File: src/rtl/dmwt_pkg.sv
package dmwt_pkg;
    typedef enum logic [1:0] {
        ST_IDLE  = 2'd0,
        ST_FILL  = 2'd1,
        ST_WRITE = 2'd2
    } ctl_state_t;
endpackage

File: src/rtl/dmwt_tag_store.sv
module dmwt_tag_store #(
    parameter int LINES = 4,
    parameter int IDX_W = 2,
    parameter int TAG_W = 5
) (
    input  logic             clk,
    input  logic             rst_n,
    input  logic [IDX_W-1:0] idx,
    input  logic [TAG_W-1:0] tag,
    input  logic             fill_done,
    output logic             hit
);
    logic [LINES-1:0] valid_q;
    logic [TAG_W-1:0] tag_q [LINES];

    // valid bits clear on reset
    always_ff @(posedge clk or negedge rst_n) begin
        if (!rst_n)
            valid_q <= '0;
        else if (fill_done)
            valid_q[idx] <= 1'b1;
    end

    always_ff @(posedge clk) begin
        if (fill_done)
            tag_q[idx] <= tag;
    end

    // single comparator
    assign hit = valid_q[idx] && (tag_q[idx] == tag);
endmodule

File: src/rtl/dmwt_data_store.sv
module dmwt_data_store #(
    parameter int LINES      = 4,
    parameter int LINE_BYTES = 2,
    parameter int DATA_W     = 8,
    parameter int IDX_W      = 2,
    parameter int OFF_W      = 1
) (
    input  logic              clk,
    input  logic              wr_en,
    input  logic [IDX_W-1:0]  idx,
    input  logic [OFF_W-1:0]  wr_off,
    input  logic [DATA_W-1:0] wr_data,
    input  logic [OFF_W-1:0]  rd_off,
    output logic [DATA_W-1:0] rd_data
);
    localparam int DEPTH = LINES * LINE_BYTES;

    logic [DATA_W-1:0] bank [DEPTH];

    always_ff @(posedge clk) begin
        if (wr_en)
            bank[{idx, wr_off}] <= wr_data;
    end

    // read and offset select run beside the tag compare
    assign rd_data = bank[{idx, rd_off}];
endmodule

File: src/rtl/dmwt_ctrl.sv
module dmwt_ctrl
    import dmwt_pkg::*;
#(
    parameter int LINE_BYTES = 2,
    parameter int OFF_W      = 1
) (
    input  logic             clk,
    input  logic             rst_n,
    input  logic             req,
    input  logic             we,
    input  logic             hit,
    input  logic             mem_ack,
    output logic             ready,
    output logic             mem_req,
    output logic             mem_we,
    output logic [OFF_W-1:0] beat,
    output logic             beat_wr,
    output logic             fill_done,
    output logic             store_upd
);
    localparam logic [OFF_W-1:0] LAST_BEAT = OFF_W'(LINE_BYTES - 1);

    ctl_state_t       state_q, state_d;
    logic [OFF_W-1:0] beat_q;

    always_ff @(posedge clk or negedge rst_n) begin
        if (!rst_n) begin
            state_q <= ST_IDLE;
            beat_q  <= '0;
        end else begin
            state_q <= state_d;
            if (state_q == ST_FILL && mem_ack)
                beat_q <= (beat_q == LAST_BEAT) ? '0 : beat_q + 1'b1;
        end
    end

    always_comb begin
        state_d = state_q;
        unique case (state_q)
            ST_IDLE: begin
                if (req && we)
                    state_d = ST_WRITE;
                else if (req && !hit)
                    state_d = ST_FILL;
            end
            ST_FILL: begin
                if (mem_ack && beat_q == LAST_BEAT)
                    state_d = ST_IDLE;
            end
            ST_WRITE: begin
                if (mem_ack)
                    state_d = ST_IDLE;
            end
            default: state_d = ST_IDLE;
        endcase
    end

    always_comb begin
        ready     = 1'b0;
        mem_req   = 1'b0;
        mem_we    = 1'b0;
        beat_wr   = 1'b0;
        fill_done = 1'b0;
        store_upd = 1'b0;
        unique case (state_q)
            ST_IDLE: begin
                ready = req && !we && hit;
            end
            ST_FILL: begin
                mem_req   = 1'b1;
                beat_wr   = mem_ack;
                fill_done = mem_ack && (beat_q == LAST_BEAT);
            end
            ST_WRITE: begin
                mem_req   = 1'b1;
                mem_we    = 1'b1;
                ready     = mem_ack;
                store_upd = mem_ack && hit;
            end
            default: ;
        endcase
    end

    assign beat = beat_q;
endmodule

File: src/rtl/dm_wt_cache.sv
module dm_wt_cache #(
    parameter int ADDR_W     = 8,
    parameter int LINES      = 4,
    parameter int LINE_BYTES = 2,
    parameter int DATA_W     = 8
) (
    input  logic              clk,
    input  logic              rst_n,
    input  logic              req,
    input  logic              we,
    input  logic [ADDR_W-1:0] addr,
    input  logic [DATA_W-1:0] wdata,
    output logic [DATA_W-1:0] rdata,
    output logic              ready,
    output logic              mem_req,
    output logic              mem_we,
    output logic [ADDR_W-1:0] mem_addr,
    output logic [DATA_W-1:0] mem_wdata,
    input  logic              mem_ack,
    input  logic [DATA_W-1:0] mem_rdata
);
    localparam int OFF_W = $clog2(LINE_BYTES);
    localparam int IDX_W = $clog2(LINES);
    localparam int TAG_W = ADDR_W - IDX_W - OFF_W;

    // address split
    logic [OFF_W-1:0] a_off;
    logic [IDX_W-1:0] a_idx;
    logic [TAG_W-1:0] a_tag;
    assign a_off = addr[OFF_W-1:0];
    assign a_idx = addr[OFF_W +: IDX_W];
    assign a_tag = addr[ADDR_W-1 -: TAG_W];

    logic             hit;
    logic [OFF_W-1:0] beat;
    logic             beat_wr, fill_done, store_upd;

    dmwt_tag_store #(.LINES(LINES), .IDX_W(IDX_W), .TAG_W(TAG_W)) u_tags (
        .clk(clk), .rst_n(rst_n), .idx(a_idx), .tag(a_tag),
        .fill_done(fill_done), .hit(hit)
    );

    dmwt_data_store #(
        .LINES(LINES), .LINE_BYTES(LINE_BYTES), .DATA_W(DATA_W),
        .IDX_W(IDX_W), .OFF_W(OFF_W)
    ) u_data (
        .clk(clk),
        .wr_en(beat_wr | store_upd),
        .idx(a_idx),
        .wr_off(beat_wr ? beat : a_off),
        .wr_data(beat_wr ? mem_rdata : wdata),
        .rd_off(a_off),
        .rd_data(rdata)
    );

    dmwt_ctrl #(.LINE_BYTES(LINE_BYTES), .OFF_W(OFF_W)) u_ctrl (
        .clk(clk), .rst_n(rst_n), .req(req), .we(we), .hit(hit),
        .mem_ack(mem_ack), .ready(ready), .mem_req(mem_req),
        .mem_we(mem_we), .beat(beat), .beat_wr(beat_wr),
        .fill_done(fill_done), .store_upd(store_upd)
    );

    // writes go straight through; fills walk the line from offset 0
    assign mem_addr  = mem_we ? addr : {a_tag, a_idx, beat};
    assign mem_wdata = wdata;
endmodule

File: config.mk
export PLATFORM = sky130hd
export DESIGN_NAME = dm_wt_cache
export DESIGN_NICKNAME = d
export VERILOG_FILES = /design/src/rtl/dmwt_pkg.sv /design/src/rtl/dmwt_tag_store.sv /design/src/rtl/dmwt_data_store.sv /design/src/rtl/dmwt_ctrl.sv /design/src/rtl/dm_wt_cache.sv
export SDC_FILE = /design/constraint.sdc
export NUM_CORES = 1
export LEC_CHECK = 0
export BUFFER_PORTS_ARGS = -buffer_cell sky130_fd_sc_hd__buf_4
export CORE_ASPECT_RATIO = 1.2
export CORE_MARGIN = 3
export CORE_UTILIZATION = 44
export CTS_BUF_LIST = sky130_fd_sc_hd__clkbuf_4
export DETAILED_ROUTE_END_ITERATION = 6
export SYNTH_ARGS = -nofsm -noshare
export SYNTH_HDL_FRONTEND = slang
export SYNTH_HIERARCHICAL = 1
export SYNTH_SLANG_ARGS = --single-unit
export TNS_END_PERCENT = 1
File: constraint.sdc
create_clock -name clk -period 4 [get_ports clk]
set_input_delay 0.8 -clock clk [delete_from_list [all_inputs] [get_ports clk]]
set_output_delay 0.8 -clock clk [all_outputs]
set_load 0.005 [all_outputs]
==> metrics list <==
* Total detailed-routing wirelength: 7.11 mm
- The count of buffers added on input and output ports is 55.
* Number of setup buffers added after CTS: 0
- The number of hold violations in the final report was 0.
- The H-tree generated during clock tree synthesis spans 3 levels.
- Leading cell types in the layout, fill and taps excluded: sky130_fd_sc_hd__edfxtp_1, sky130_fd_sc_hd__buf_4, sky130_fd_sc_hd__mux4_1, sky130_fd_sc_hd__clkbuf_4
* Number of slew-limit violations in the final report: 0
* Number of diodes added for antenna fixing: 0
- Area of the placeable core: 8750 um2
* Post-synth top flop: sky130_fd_sc_hd__edfxtp_1
- Global routing used 14.6% of the available tracks.
- In this run the count of I/O pins placed on the die edge is 56.
- Post-Synthesis Cell Area: 4040 um2
* Number of nets with antenna violations after routing: 0
* Tot Pwr: 2.18 mW
- Hold is met by 172 ps.
- The library cell used most frequently in the layout, excluding fill and tap cells, is sky130_fd_sc_hd__edfxtp_1.
- Nets in the synthesized netlist: 239
* Average cell area after synthesis: 19.6 um2
* Vias after detailed routing: 1967
- Setup violations remaining at the end of the flow were counted as 0.
- For the worst-skew pair, the clock arrives at the later sink with an insertion delay of 410 ps.
- After synthesis, the cell types taking the most area are sky130_fd_sc_hd__edfxtp_1, sky130_fd_sc_hd__mux4_1, sky130_fd_sc_hd__dfrtp_1.
* Post-Route Setup TNS: 0 ps
* Transition time at the pin with the least slew margin: 1040 ps
- Net switching fraction of the power: 24.6%
* Maximum achievable frequency: 0.285 GHz
* Number of buffers on the longest clock path: 2
- The die covers 10400 um2.
- Met1 global-route usage: 18.5%
- Summing the sequential cell areas from Yosys gives 66.7% of the chip area.
- Num rows: 37
- Initial DRC count: 122
* Unrepaired setup endpoints after global routing: no
- Number of buffers added to fix hold violations after cts: 0
* Post-synth cell types: 37
- Fraction of layout instances using a drive strength above 1: 44.4%
* Global routing met2 resource utilization: 23.7%
- Prior to clock tree synthesis, the placed netlist has a worst setup slack of 484 ps.
- Clock transition at the registers of the reported paths: 130 ps
* Die X-Extent: 93.5 um
* Number of search-and-repair iterations in the first detailed-routing pass: 5
* Number of non-filler instances in the completed layout: 385
* Layout overhead on the synthesized area: 15.8%
- The initial antenna violation count is 0.
- Root Buffer Master: sky130_fd_sc_hd__clkbuf_4
- Buffers inserted during clock tree synthesis total 9.
- Routability congestion estimate from global placement: 0.749
- Per report_power, the combinational group accounts for 20.6% of the total.
- Sw power: 0.535 mW
- Largest clock skew in the final design: 8.39 ps
- Number of vias per cell: 5.11
- For flop-to-flop paths, the worst setup slack is 1250 ps.
* Pin count of the biggest net entering global routing: 24
* Routed len/inst: 18.5 um
* EDFF count, synth: 84
- DR DRC count: 0
- The worst setup path is launched from an input pin.
- Once detailed placement completed, the half-perimeter wirelength came to 4.97 mm.
* Area share of the largest cell type after synthesis: 62.4%
- Gates resized during post-CTS repair numbered 0.
- In the global route stage, met3 resource usage came out at 3.67%.
- Number of max-cap violations: 0
- The path class of the tightest hold or removal check is in -> async.
- The worst setup path is of the in -> out kind.
- Per report_power, the clock group accounts for 25.5% of the total.
- After the last flow step, the layout net total stands at 296.
- Period utilization: 87.7%
- Counting tap cells, the placed design contains a total of 369 instances.
- The initial utilization of the core area, before any placement, comes to 46.2%.
- The smallest clock period supported by the final layout is computed as 3510 ps.
- Internal power contribution: 1.64 mW
- The share of total power dissipated in sequential elements is 53.8%.
- TritonCTS built the clock tree.
- The biggest area contributor in the post-synthesis netlist is sky130_fd_sc_hd__edfxtp_1.
* Sum of overflow across all layers after global routing: 0
- Synthesis warning total: 6
* Sort of element at the end of the critical path: output pin
- In this run the tightest slew margin relative to its limit is 30.4%.
- The worst-case IR drop observed on VDD is 0.261 mV.
- Vias in the first global route: 2110
- Of all flip-flops after synthesis, the portion carrying an async set or reset was 7.69%.
- Global-route wire length before repair: 11.0 mm
- Busiest grt layer: met2
- For the worst setup path, the data required time is 3200 ps.
* Cell count after synthesis: 206
* Seq cells post-synth: 91
- Clk sink count: 91
* WP data arrival: 2710 ps
* Worst-path fanout max: 20
* Worst Setup Slack, final: 490 ps
- The flow ran to the end, and the final reports show no timing, DRC or antenna violations.
- Power per cell area: 465 nW/um2
- Filler cell count: 711
- Vertical extent of the die: 111 um
- Summed over all cells, the static leakage comes to 1.75 nW.
## cells in the mapped netlist, types with 3 or more instances
library cell,number
sky130_fd_sc_hd__buf_4,15
sky130_fd_sc_hd__buf_6,3
sky130_fd_sc_hd__dfrtp_1,7
sky130_fd_sc_hd__edfxtp_1,84
sky130_fd_sc_hd__ha_1,4
sky130_fd_sc_hd__mux2_2,9
sky130_fd_sc_hd__mux2_4,9
sky130_fd_sc_hd__mux4_1,18
sky130_fd_sc_hd__mux4_2,4
sky130_fd_sc_hd__nand2_1,5
sky130_fd_sc_hd__nand2b_1,3
sky130_fd_sc_hd__nor2_1,8
sky130_fd_sc_hd__or2_2,4
sky130_fd_sc_hd__xor2_1,5
## cells by family after synthesis
logic type                 Yosys count  synth area share, %
DFF                                 91                 66.7
muxes                               41                 20.0
and+or+nand+nor                     34                 4.74
buffers and inverters               26                 5.01
xor gates and xnor gates             6                 1.30
AOI/OAI and AO/OA                    4                0.960
adders and majority gates            4                 1.24
## worst max-delay path, stage by stage
cell and delay, ps:
sky130_fd_sc_hd__buf_4 130, sky130_fd_sc_hd__buf_4 290, sky130_fd_sc_hd__mux4_1 620, sky130_fd_sc_hd__xnor2_1 140, sky130_fd_sc_hd__and3_1 190, sky130_fd_sc_hd__nor2b_1 140
sky130_fd_sc_hd__a32o_2 260, sky130_fd_sc_hd__buf_4 130
## area by class of cell
class / count / area (um2) / share of cell area [%]
clock buffer: 10 / 75.1 / 1.60
clock inverter: 6 / 88.8 / 1.90
inverter: 3 / 11.3 / 0.241
multi-input combinational: 89 / 1140 / 24.4
sequential: 91 / 2700 / 57.6
tap: 117 / 146 / 3.13
timing repair buffer: 69 / 518 / 11.1
## routing by layer
metal  up-vias  routed length [um]
li1        924                   -
met3         5                 339
met4         0                  58
met2        49                3650
met5         -                   0
met1       989                3060
## power groups by stage
stage / Sequential (mW) / Clock [mW] / Combinational, mW
2_1_floorplan: 1.19 / 0 / 0.308
3_3_place_gp: 1.19 / 0 / 0.451
3_5_place_dp: 1.19 / 0 / 0.457
4_1_cts: 1.17 / 0.576 / 0.459
5_1_grt: 1.18 / 0.625 / 0.499
6_report: 1.17 / 0.555 / 0.449
## metrics by stage
stage | cell area, um2 | util, %
floorplan | 4040 | -
global placement | 4520 | 51.6
CTS | 4680 | 53.5
global route | 4680 | 53.5
detailed placement | 4520 | 51.6
finish | 4680 | 53.5
## registers in the layout, indices dropped and copies added, names as in the netlist
name and cells:
u_ctrl/state_q 2, u_data/bank 64, u_ctrl/beat 1, u_tags/valid_q 4, u_tags/tag_q 20
## worst paths after layout
path,startpoint,endpoint,cells past startpoint
worst max-delay path,addr[1],ready,8
worst min-delay path,rst_n,u_tags/valid_q[0],1
worst max register to register,u_tags/tag_q[3][1],u_data/bank[4][7],9
worst min register to register,u_tags/valid_q[1],u_tags/valid_q[1],1
max in group asynchronous,rst_n,u_ctrl/state_q[1],1
min in group clk,u_tags/valid_q[1],u_tags/valid_q[1],1
Power figures use the tool's default switching activity.
